**config.mk**
```make
export PLATFORM = sky130hd
export DESIGN_NAME = uplink_seq
export DESIGN_NICKNAME = d
export VERILOG_FILES = /design/src/rtl/uplink_seq_pkg.sv /design/src/rtl/uplink_seq_pattern.sv /design/src/rtl/uplink_seq_wordtx.sv /design/src/rtl/uplink_seq.sv
export SDC_FILE = /design/constraint.sdc
export NUM_CORES = 1
export LEC_CHECK = 0
export CORE_AREA = 2 2 93 131
export CTS_CLUSTER_DIAMETER = 80
export CTS_CLUSTER_SIZE = 12
export DETAILED_ROUTE_END_ITERATION = 10
export DIE_AREA = 0 0 95 133
export PLACE_DENSITY = 0.77
export SKIP_LAST_GASP = 1
export SYNTH_ARGS = -nofsm -noshare
export SYNTH_HDL_FRONTEND = slang
export SYNTH_HIERARCHICAL = 1
export SYNTH_SLANG_ARGS = --single-unit
```
**constraint.sdc**
```tcl
create_clock -name clk -period 3.96 [get_ports clk]
set_clock_uncertainty 0.2 [all_clocks]
set_input_delay 1.188 -clock clk [delete_from_list [all_inputs] [get_ports clk]]
set_output_delay 1.188 -clock clk [all_outputs]
set_load 0.03 [all_outputs]
```
**src/rtl/uplink_seq_pkg.sv**
```systemverilog
package uplink_seq_pkg;

    localparam int FRAME_BITS = 45;

    typedef enum logic [1:0] {PAT_LIW, PAT_ACK, PAT_NAK} pat_kind_e;

    typedef enum logic [2:0] {
        ST_BOOT, ST_LIW1, ST_LIW2, ST_WORD, ST_STAT, ST_PARK
    } seq_state_e;

    // 45-bit frame, index 0 goes out first
    function automatic logic [FRAME_BITS-1:0] build_frame(input logic [31:0] d);
        logic [FRAME_BITS-1:0] f;
        f = '0;
        for (int r = 0; r < 4; r++) begin
            f[r*9 +: 8] = d[r*8 +: 8];
            f[r*9 + 8]  = ^d[r*8 +: 8];
        end
        for (int i = 0; i < 8; i++) begin
            f[36 + i] = d[i] ^ d[8 + i] ^ d[16 + i] ^ d[24 + i];
        end
        f[FRAME_BITS-1] = 1'b0;
        return f;
    endfunction

    // segment length in units (unit = quarter of a full-rate bit)
    function automatic int seg_units(input pat_kind_e k, input logic [2:0] idx);
        int u;
        u = 2;
        case (k)
            PAT_LIW: case (idx)
                3'd2:       u = 8;
                3'd3, 3'd4: u = 4;
                default:    u = 2;
            endcase
            PAT_ACK: case (idx)
                3'd2, 3'd4: u = 6;
                default:    u = 2;
            endcase
            default: case (idx)
                3'd2:    u = 6;
                3'd4:    u = 4;
                default: u = 2;
            endcase
        endcase
        return u;
    endfunction

    function automatic int seg_total(input pat_kind_e k);
        case (k)
            PAT_LIW: return 5;
            PAT_ACK: return 6;
            default: return 7;
        endcase
    endfunction

endpackage

```
**src/rtl/uplink_seq_pattern.sv**
```systemverilog
module uplink_seq_pattern
    import uplink_seq_pkg::*;
#(
    parameter int BIT_CLKS = 64
) (
    input  logic      clk,
    input  logic      rst,
    input  logic      half,
    input  logic      start,
    input  pat_kind_e kind_i,
    input  logic      stop,
    output logic      mod,
    output logic      active_o,
    output logic      is_liw,
    output logic      long_start,
    output logic      last
);
    localparam int CW = $clog2(2*BIT_CLKS + 1);
    localparam int QF = BIT_CLKS / 4;
    localparam int QH = BIT_CLKS / 8;

    logic          active;
    pat_kind_e     kind;
    logic [2:0]    seg;
    logic [CW-1:0] cnt;
    logic [CW-1:0] len;
    logic          seg_end, final_seg;

    always_comb begin
        len       = half ? CW'(seg_units(kind, seg) * QH) : CW'(seg_units(kind, seg) * QF);
        seg_end   = (cnt == len - CW'(1));
        final_seg = (seg == 3'(seg_total(kind) - 1));
    end

    always_ff @(posedge clk) begin
        if (rst) begin
            active <= 1'b0;
            kind   <= PAT_LIW;
            seg    <= '0;
            cnt    <= '0;
        end else if (start) begin
            active <= 1'b1;
            kind   <= kind_i;
            seg    <= '0;
            cnt    <= '0;
        end else if (stop) begin
            active <= 1'b0;
        end else if (active) begin
            if (seg_end) begin
                cnt <= '0;
                if (final_seg) active <= 1'b0;
                else           seg    <= seg + 3'd1;
            end else begin
                cnt <= cnt + CW'(1);
            end
        end
    end

    assign mod        = active & ~seg[0];
    assign active_o   = active;
    assign is_liw     = active & (kind == PAT_LIW);
    assign long_start = is_liw & (seg == 3'd2) & (cnt == '0);
    assign last       = active & seg_end & final_seg;

    // a finished pattern with no restart leaves the generator idle
    a_r8_idle_after_last: assert property (@(posedge clk) disable iff (rst)
        (last && !start) |=> !active);
    // the sample strobe only falls inside a modulated window segment
    a_r11_strobe_modulated: assert property (@(posedge clk) disable iff (rst)
        long_start |=> (active && seg == 3'd2 && $past(mod)));

endmodule

```
**src/rtl/uplink_seq_wordtx.sv**
```systemverilog
module uplink_seq_wordtx
    import uplink_seq_pkg::*;
#(
    parameter int BIT_CLKS = 64
) (
    input  logic                  clk,
    input  logic                  rst,
    input  logic                  half,
    input  logic                  start,
    input  logic [FRAME_BITS-1:0] frame,
    output logic                  mod,
    output logic                  active_o,
    output logic                  last
);
    localparam int CB = $clog2(BIT_CLKS + 1);
    localparam int NB = $clog2(FRAME_BITS + 1);

    logic                  active;
    logic [FRAME_BITS-1:0] sh;
    logic [NB-1:0]         bitn;
    logic [CB-1:0]         cyc;
    logic [CB-1:0]         per, halfp;
    logic                  bit_end;

    always_comb begin
        per     = half ? CB'(BIT_CLKS/2) : CB'(BIT_CLKS);
        halfp   = per >> 1;
        bit_end = (cyc == per - CB'(1));
    end

    assign last = active & bit_end & (bitn == NB'(FRAME_BITS-1));

    always_ff @(posedge clk) begin
        if (rst) begin
            active <= 1'b0;
            sh     <= '0;
            bitn   <= '0;
            cyc    <= '0;
        end else if (start) begin
            active <= 1'b1;
            sh     <= frame;
            bitn   <= '0;
            cyc    <= '0;
        end else if (active) begin
            if (bit_end) begin
                cyc  <= '0;
                sh   <= {1'b0, sh[FRAME_BITS-1:1]};
                bitn <= bitn + NB'(1);
                if (last) active <= 1'b0;
            end else begin
                cyc <= cyc + CB'(1);
            end
        end
    end

    assign mod      = active & ((cyc < halfp) ? sh[0] : ~sh[0]);
    assign active_o = active;

    // never more than 45 bits per frame
    a_r4_bit_index: assert property (@(posedge clk) disable iff (rst)
        active |-> (bitn < NB'(FRAME_BITS)));

endmodule

```
**src/rtl/uplink_seq.sv**
```systemverilog
module uplink_seq
    import uplink_seq_pkg::*;
#(
    parameter int BIT_CLKS = 64,
    parameter int ADDR_W   = 6,
    parameter int LAST_ID  = 33
) (
    input  logic              clk,
    input  logic              rst,
    input  logic [ADDR_W-1:0] first_addr,
    input  logic [ADDR_W-1:0] last_addr,
    input  logic              half_rate,
    input  logic [31:0]       mem_data,
    input  logic              rd_protect,
    input  logic              login_ok,
    input  logic              ack_req,
    input  logic              nak_req,
    input  logic              abort,
    output logic [ADDR_W-1:0] mem_addr,
    output logic              mod_on,
    output logic              liw_active,
    output logic              liw_sample
);
    seq_state_e        state, nstate;
    logic [ADDR_W-1:0] cur, ncur, nxt;
    logic              pend, pend_nak, range_ok;

    logic              p_start, p_stop, p_mod, p_active, p_last;
    pat_kind_e         p_kind;
    logic              t_start, t_mod, t_active, t_last;
    logic [FRAME_BITS-1:0] t_frame;

    assign range_ok = (first_addr <= last_addr) && (last_addr <= ADDR_W'(LAST_ID));
    assign nxt      = (!range_ok || cur >= last_addr) ? first_addr : cur + ADDR_W'(1);
    assign t_frame  = (rd_protect && !login_ok) ? '0 : build_frame(mem_data);

    always_comb begin
        nstate  = state;
        ncur    = cur;
        p_start = 1'b0;
        p_stop  = 1'b0;
        p_kind  = PAT_LIW;
        t_start = 1'b0;
        case (state)
            ST_BOOT: begin
                p_start = 1'b1;
                nstate  = ST_LIW1;
            end
            ST_LIW1, ST_LIW2: begin
                if (abort) begin
                    p_stop = 1'b1;
                    nstate = ST_PARK;
                end else if (p_last) begin
                    if (state == ST_LIW1) begin
                        p_start = 1'b1;
                        nstate  = ST_LIW2;
                    end else begin
                        t_start = 1'b1;
                        nstate  = ST_WORD;
                    end
                end
            end
            ST_WORD: begin
                if (t_last) begin
                    ncur    = nxt;
                    p_start = 1'b1;
                    if (pend) begin
                        p_kind = pend_nak ? PAT_NAK : PAT_ACK;
                        nstate = ST_STAT;
                    end else begin
                        nstate = (nxt == first_addr) ? ST_LIW1 : ST_LIW2;
                    end
                end
            end
            ST_STAT: begin
                if (p_last) begin
                    p_start = 1'b1;
                    nstate  = (cur == first_addr) ? ST_LIW1 : ST_LIW2;
                end
            end
            default: ;
        endcase
    end

    always_ff @(posedge clk) begin
        if (rst) begin
            state    <= ST_BOOT;
            cur      <= first_addr;
            pend     <= 1'b0;
            pend_nak <= 1'b0;
        end else begin
            state <= nstate;
            cur   <= ncur;
            if (state == ST_WORD && t_last && pend) begin
                pend     <= 1'b0;
                pend_nak <= 1'b0;
            end
            if (ack_req || nak_req) begin
                pend <= 1'b1;
                if (nak_req) pend_nak <= 1'b1;
            end
        end
    end

    uplink_seq_pattern #(.BIT_CLKS(BIT_CLKS)) pat_i (
        .clk       (clk),
        .rst       (rst),
        .half      (half_rate),
        .start     (p_start),
        .kind_i    (p_kind),
        .stop      (p_stop),
        .mod       (p_mod),
        .active_o  (p_active),
        .is_liw    (liw_active),
        .long_start(liw_sample),
        .last      (p_last)
    );

    uplink_seq_wordtx #(.BIT_CLKS(BIT_CLKS)) tx_i (
        .clk     (clk),
        .rst     (rst),
        .half    (half_rate),
        .start   (t_start),
        .frame   (t_frame),
        .mod     (t_mod),
        .active_o(t_active),
        .last    (t_last)
    );

    assign mod_on   = p_mod | t_mod;
    assign mem_addr = cur;

    // parked means silent
    a_r12_park_quiet: assert property (@(posedge clk) disable iff (rst)
        (state == ST_PARK) |-> (!mod_on && !liw_active));
    // the pattern generator and word shifter never drive together
    a_r9_one_source: assert property (@(posedge clk) disable iff (rst)
        $onehot0({p_active, t_active}));
    // the addressed word stays inside a valid range
    a_r1_addr_in_range: assert property (@(posedge clk) disable iff (rst)
        (range_ok && $stable(first_addr) && $stable(last_addr))
            |-> (cur >= first_addr && cur <= last_addr));
    // a word always begins right after a listen window ends
    a_r3_liw_before_word: assert property (@(posedge clk) disable iff (rst)
        $rose(t_active) |-> $past(liw_active));

endmodule

```
==> run summary <==
status = complete, no violations
Initial DRT Pass Iterations = 5
Post-DRT Antenna Nets = 0
count of final setup violators = 0
max-cap violations = 0
number of buffers and inverters on the critical path = 3
Design Area, Final = 7280 µm²
crit-path leading delay family = simple AND/OR/NAND/NOR gates
top_reg_cell synth = dfxtp_1
placed cell area = 6750 µm²
setup_tns = 0 ns
Ys Warns = 6
Worst Max-Slew Pin Slew = 0.821 ns
Clock Path Buffers = 2
Hold EP = tx_i/sh[44]
Worst path slowest cell = a2111oi_2
Setup WS pre-CTS = -0.777 ns
Ports = 61
hold path cells = 2
DP Wirelength = 10300 µm
# DRC = 0
crit path time final = 3.83 ns
DIE HEIGHT = 133 µm
CTS tree = yes
worst hold start = tx_i/sh[44]
critical path startpoint category = register
Synth cell types = 66
Worst Path Max Fanout = 9
core area = 11600 µm²
antenna violations before repair = 0
Period Utilization, post-route = 96.8%
Initial DRC Count = 220
Fillers = 965
Ant. Diodes = 0
total grt overflow = 0
Worst setup EP type = register
post-synthesis cell count = 709
critical path type = reg2reg
DP Cell Count = 910
worst r2r path cells = 14
slew margin rel. = 45.2%
post-synth net total = 785
total number of vias = 5294
Worst path max stage delay = 0.39 ns
cts bufs inserted = 9
CP Data Required Time = 3.98 ns
critical-path cell list = or2_4, ha_4, a2bb2oi_1, or3_4, a2111oi_4, nor3b_2, nor4_2, buf_4, nand2b_4, nor3_4, buf_12, buf_6, nor3_1, a2111oi_2
Hold/Removal Path Class = reg2reg
Skew-Pair Late Insertion Delay = 0.34 ns
GPL Wtd Cong = 0.911
final WL = 14000 µm
P&R area growth vs syn = 24.8%
Avg Vias per Cell = 5.69
Max Freq = 261 MHz
setup slack, reg-to-reg = 0.13 ns
H-tree Lvls = 3
die footprint = 12600 µm²
RR Endpoint = tx_i/sh[41]
row count = 47
Worst Path Arrival = 3.85 ns
Netlist Area Pre-Place = 5830 µm²
Core Util, Final = 62.8%
Max Slew Vio Count = 0
Final WS setup = 0.126 ns
P per Cell Area = 334 nW/µm²
sequential fraction of the synthesis area = 29.9%
reg2reg start = pat_i/kind[0]
routed len/inst = 15.1 µm
leak pwr = 0.00270 µW
vias in the first global route = 5102
Final nets = 855
Die Span X = 95 µm
layout cells sized above 1 = 14.5%
first-pass GRT wire length = 22800 µm
initial core utilization = 50.3%
clk sink count = 84
Post-synth EDFFs = 6
clock slew at the register clock pins of the worst setup and hold paths = 0.06 ns
All-Layer GR Usage = 22.1%
VDD IR max = 0.000201 V
Non-Filler Instances = 931
Avg Inst Size Synth = 8.22 µm²
fraction of registers with async set/reset = 0%
root buf cell = clkbuf_16
synthesized flop and latch total = 84
largest net degree at the start of global routing = 48
final hold viol count = 0
PortBufs = 60
-- cell usage after synthesis, types with 2 or more instances --
cell | n | area, µm²
a2111oi_0 | 34 | 298
a2111oi_2 | 11 | 165
a211oi_1 | 9 | 67.6
a21o_1 | 4 | 30.0
a21oi_1 | 18 | 90.1
and2_1 | 36 | 225
and3_4 | 2 | 22.5
and4_1 | 2 | 17.5
buf_1 | 2 | 7.51
buf_2 | 7 | 35.0
buf_4 | 5 | 37.5
buf_6 | 3 | 33.8
clkbuf_1 | 25 | 93.8
dfxtp_1 | 78 | 1560
edfxtp_1 | 6 | 180
ha_1 | 24 | 300
inv_1 | 69 | 259
mux2_2 | 4 | 45.0
mux2i_1 | 9 | 90.1
nand2_1 | 23 | 86.3
nand2b_1 | 9 | 56.3
nand3_1 | 13 | 65.1
nand3b_1 | 5 | 37.5
nand4_1 | 5 | 31.3
nor2_1 | 50 | 188
nor2b_1 | 5 | 31.3
nor3_1 | 103 | 515
nor4_1 | 3 | 18.8
o2111ai_1 | 2 | 17.5
o211ai_1 | 4 | 30.0
o21ai_0 | 11 | 55.1
o31ai_1 | 3 | 22.5
o41ai_1 | 2 | 17.5
or2_1 | 2 | 12.5
or2_2 | 5 | 31.3
or4_1 | 2 | 15.0
xnor2_1 | 67 | 587
xor2_1 | 19 | 166
-- worst register-to-register path, cell delays in order, from the launching register on --
cell and delay (ns):
dfxtp_4 0.36, or2_4 0.27, ha_4 0.18, a2bb2oi_1 0.18, or3_4 0.36, a2111oi_4 0.37, nor3b_2 0.12, nor4_2 0.32
buf_4 0.20, nand2b_4 0.07, nor3_4 0.29, buf_12 0.20, buf_6 0.14, nor3_1 0.08, a2111oi_2 0.39
-- per-stage QoR --
| step | power (µW) | hold WS, ns |
|---|---|---|
| final | 2430 | 0.294 |
| after CTS | 2430 | 0.289 |
| after global routing | 2550 | 0.299 |
| after global placement | 1540 | 0.273 |
| after floorplan | 1350 | 0.265 |
| after detailed placement | 1560 | 0.280 |
-- state kept, by name (all words and copies together) (netlist names) --
name	count
pend_nak	1
mem_addr	6
tx_i/bitn	6
pat_i/seg	3
pat_i/cnt	8
pat_i/kind	2
tx_i/cyc	7
state	3
tx_i/sh	45
tx_i/active_o	1
pat_i/active_o	1
pend	1
-- how the worst max path moves through the flow --
stage	from	to	slack, ns	cells after the start
after floorplan	pat_i/kind[0]	tx_i/sh[26]	0.03	16
after global placement	half_rate	mod_on	-0.73	7
after detailed placement	half_rate	mod_on	-0.78	7
after CTS	half_rate	mod_on	-0.03	7
after global routing	pat_i/kind[0]	tx_i/sh[41]	-0.03	14
final	pat_i/kind[0]	tx_i/sh[41]	0.13	14
-- layout by cell type, fill, tap and decap left out, types with 11 or more instances in the layout --
cell type and instances:
xor2_1 19, ha_1 22, a21oi_1 18, nand2_1 22, clkdlybuf4s50_1 57, a2111oi_0 13
dfxtp_1 74, nor2_1 50, a2111oi_1 15, and2_1 36, o21ai_0 11, inv_1 69
nand3_1 13, a2111oi_2 17, buf_4 32, xnor2_1 67, nor3_1 101, clkbuf_16 11
-- area by class of cell --
class | instances | area (µm²) | share of cell area [%]
sequential | 84 | 1750 | 24.0
clock inverter | 6 | 72.6 | 0.997
clock buffer | 10 | 239 | 3.28
inverter | 69 | 259 | 3.56
multi-input combinational | 514 | 3760 | 51.6
tap | 147 | 184 | 2.53
timing repair buffer | 101 | 1020 | 14.0
-- where the power goes --
part | leakage [µW] | switching (µW) | total (µW) | internal [µW]
Clock | 0.000149 | 354 | 866 | 511
Combinational | 0.00186 | 322 | 622 | 300
Sequential | 0.000691 | 57.0 | 941 | 884
-- per-layer routing --
metal	share of wire [%]	vias up	global-route usage, %
met5	0	-	0
met1	41	2523	25.6
li1	-	2629	-
met3	3.1	25	3.82
met4	1.9	0	8.29
met2	54	117	39.6
-- cell families (layout without fill, tap and decap cells) --
family,after synthesis,in the layout,share of synthesized area [%]
compound gates,115,115,16.7
xor+xnor,86,86,12.9
fa+ha+maj,24,24,5.15
buf+inv,111,186,8.00
flops,84,84,29.9
mux,13,13,2.32
other cells,1,1,0.0643
simple gates,275,275,25.0
-- what timing repair did --
item / CTS / global route
hold buffers: 0 / 0
cloned: 0 / 2
resized for setup: 11 / 47
pin swaps: 3 / 8
endpoints found under the setup margin: 11 / 61
buffers inserted: 0 / 3
No activity file was read; power rests on OpenSTA's default activity.
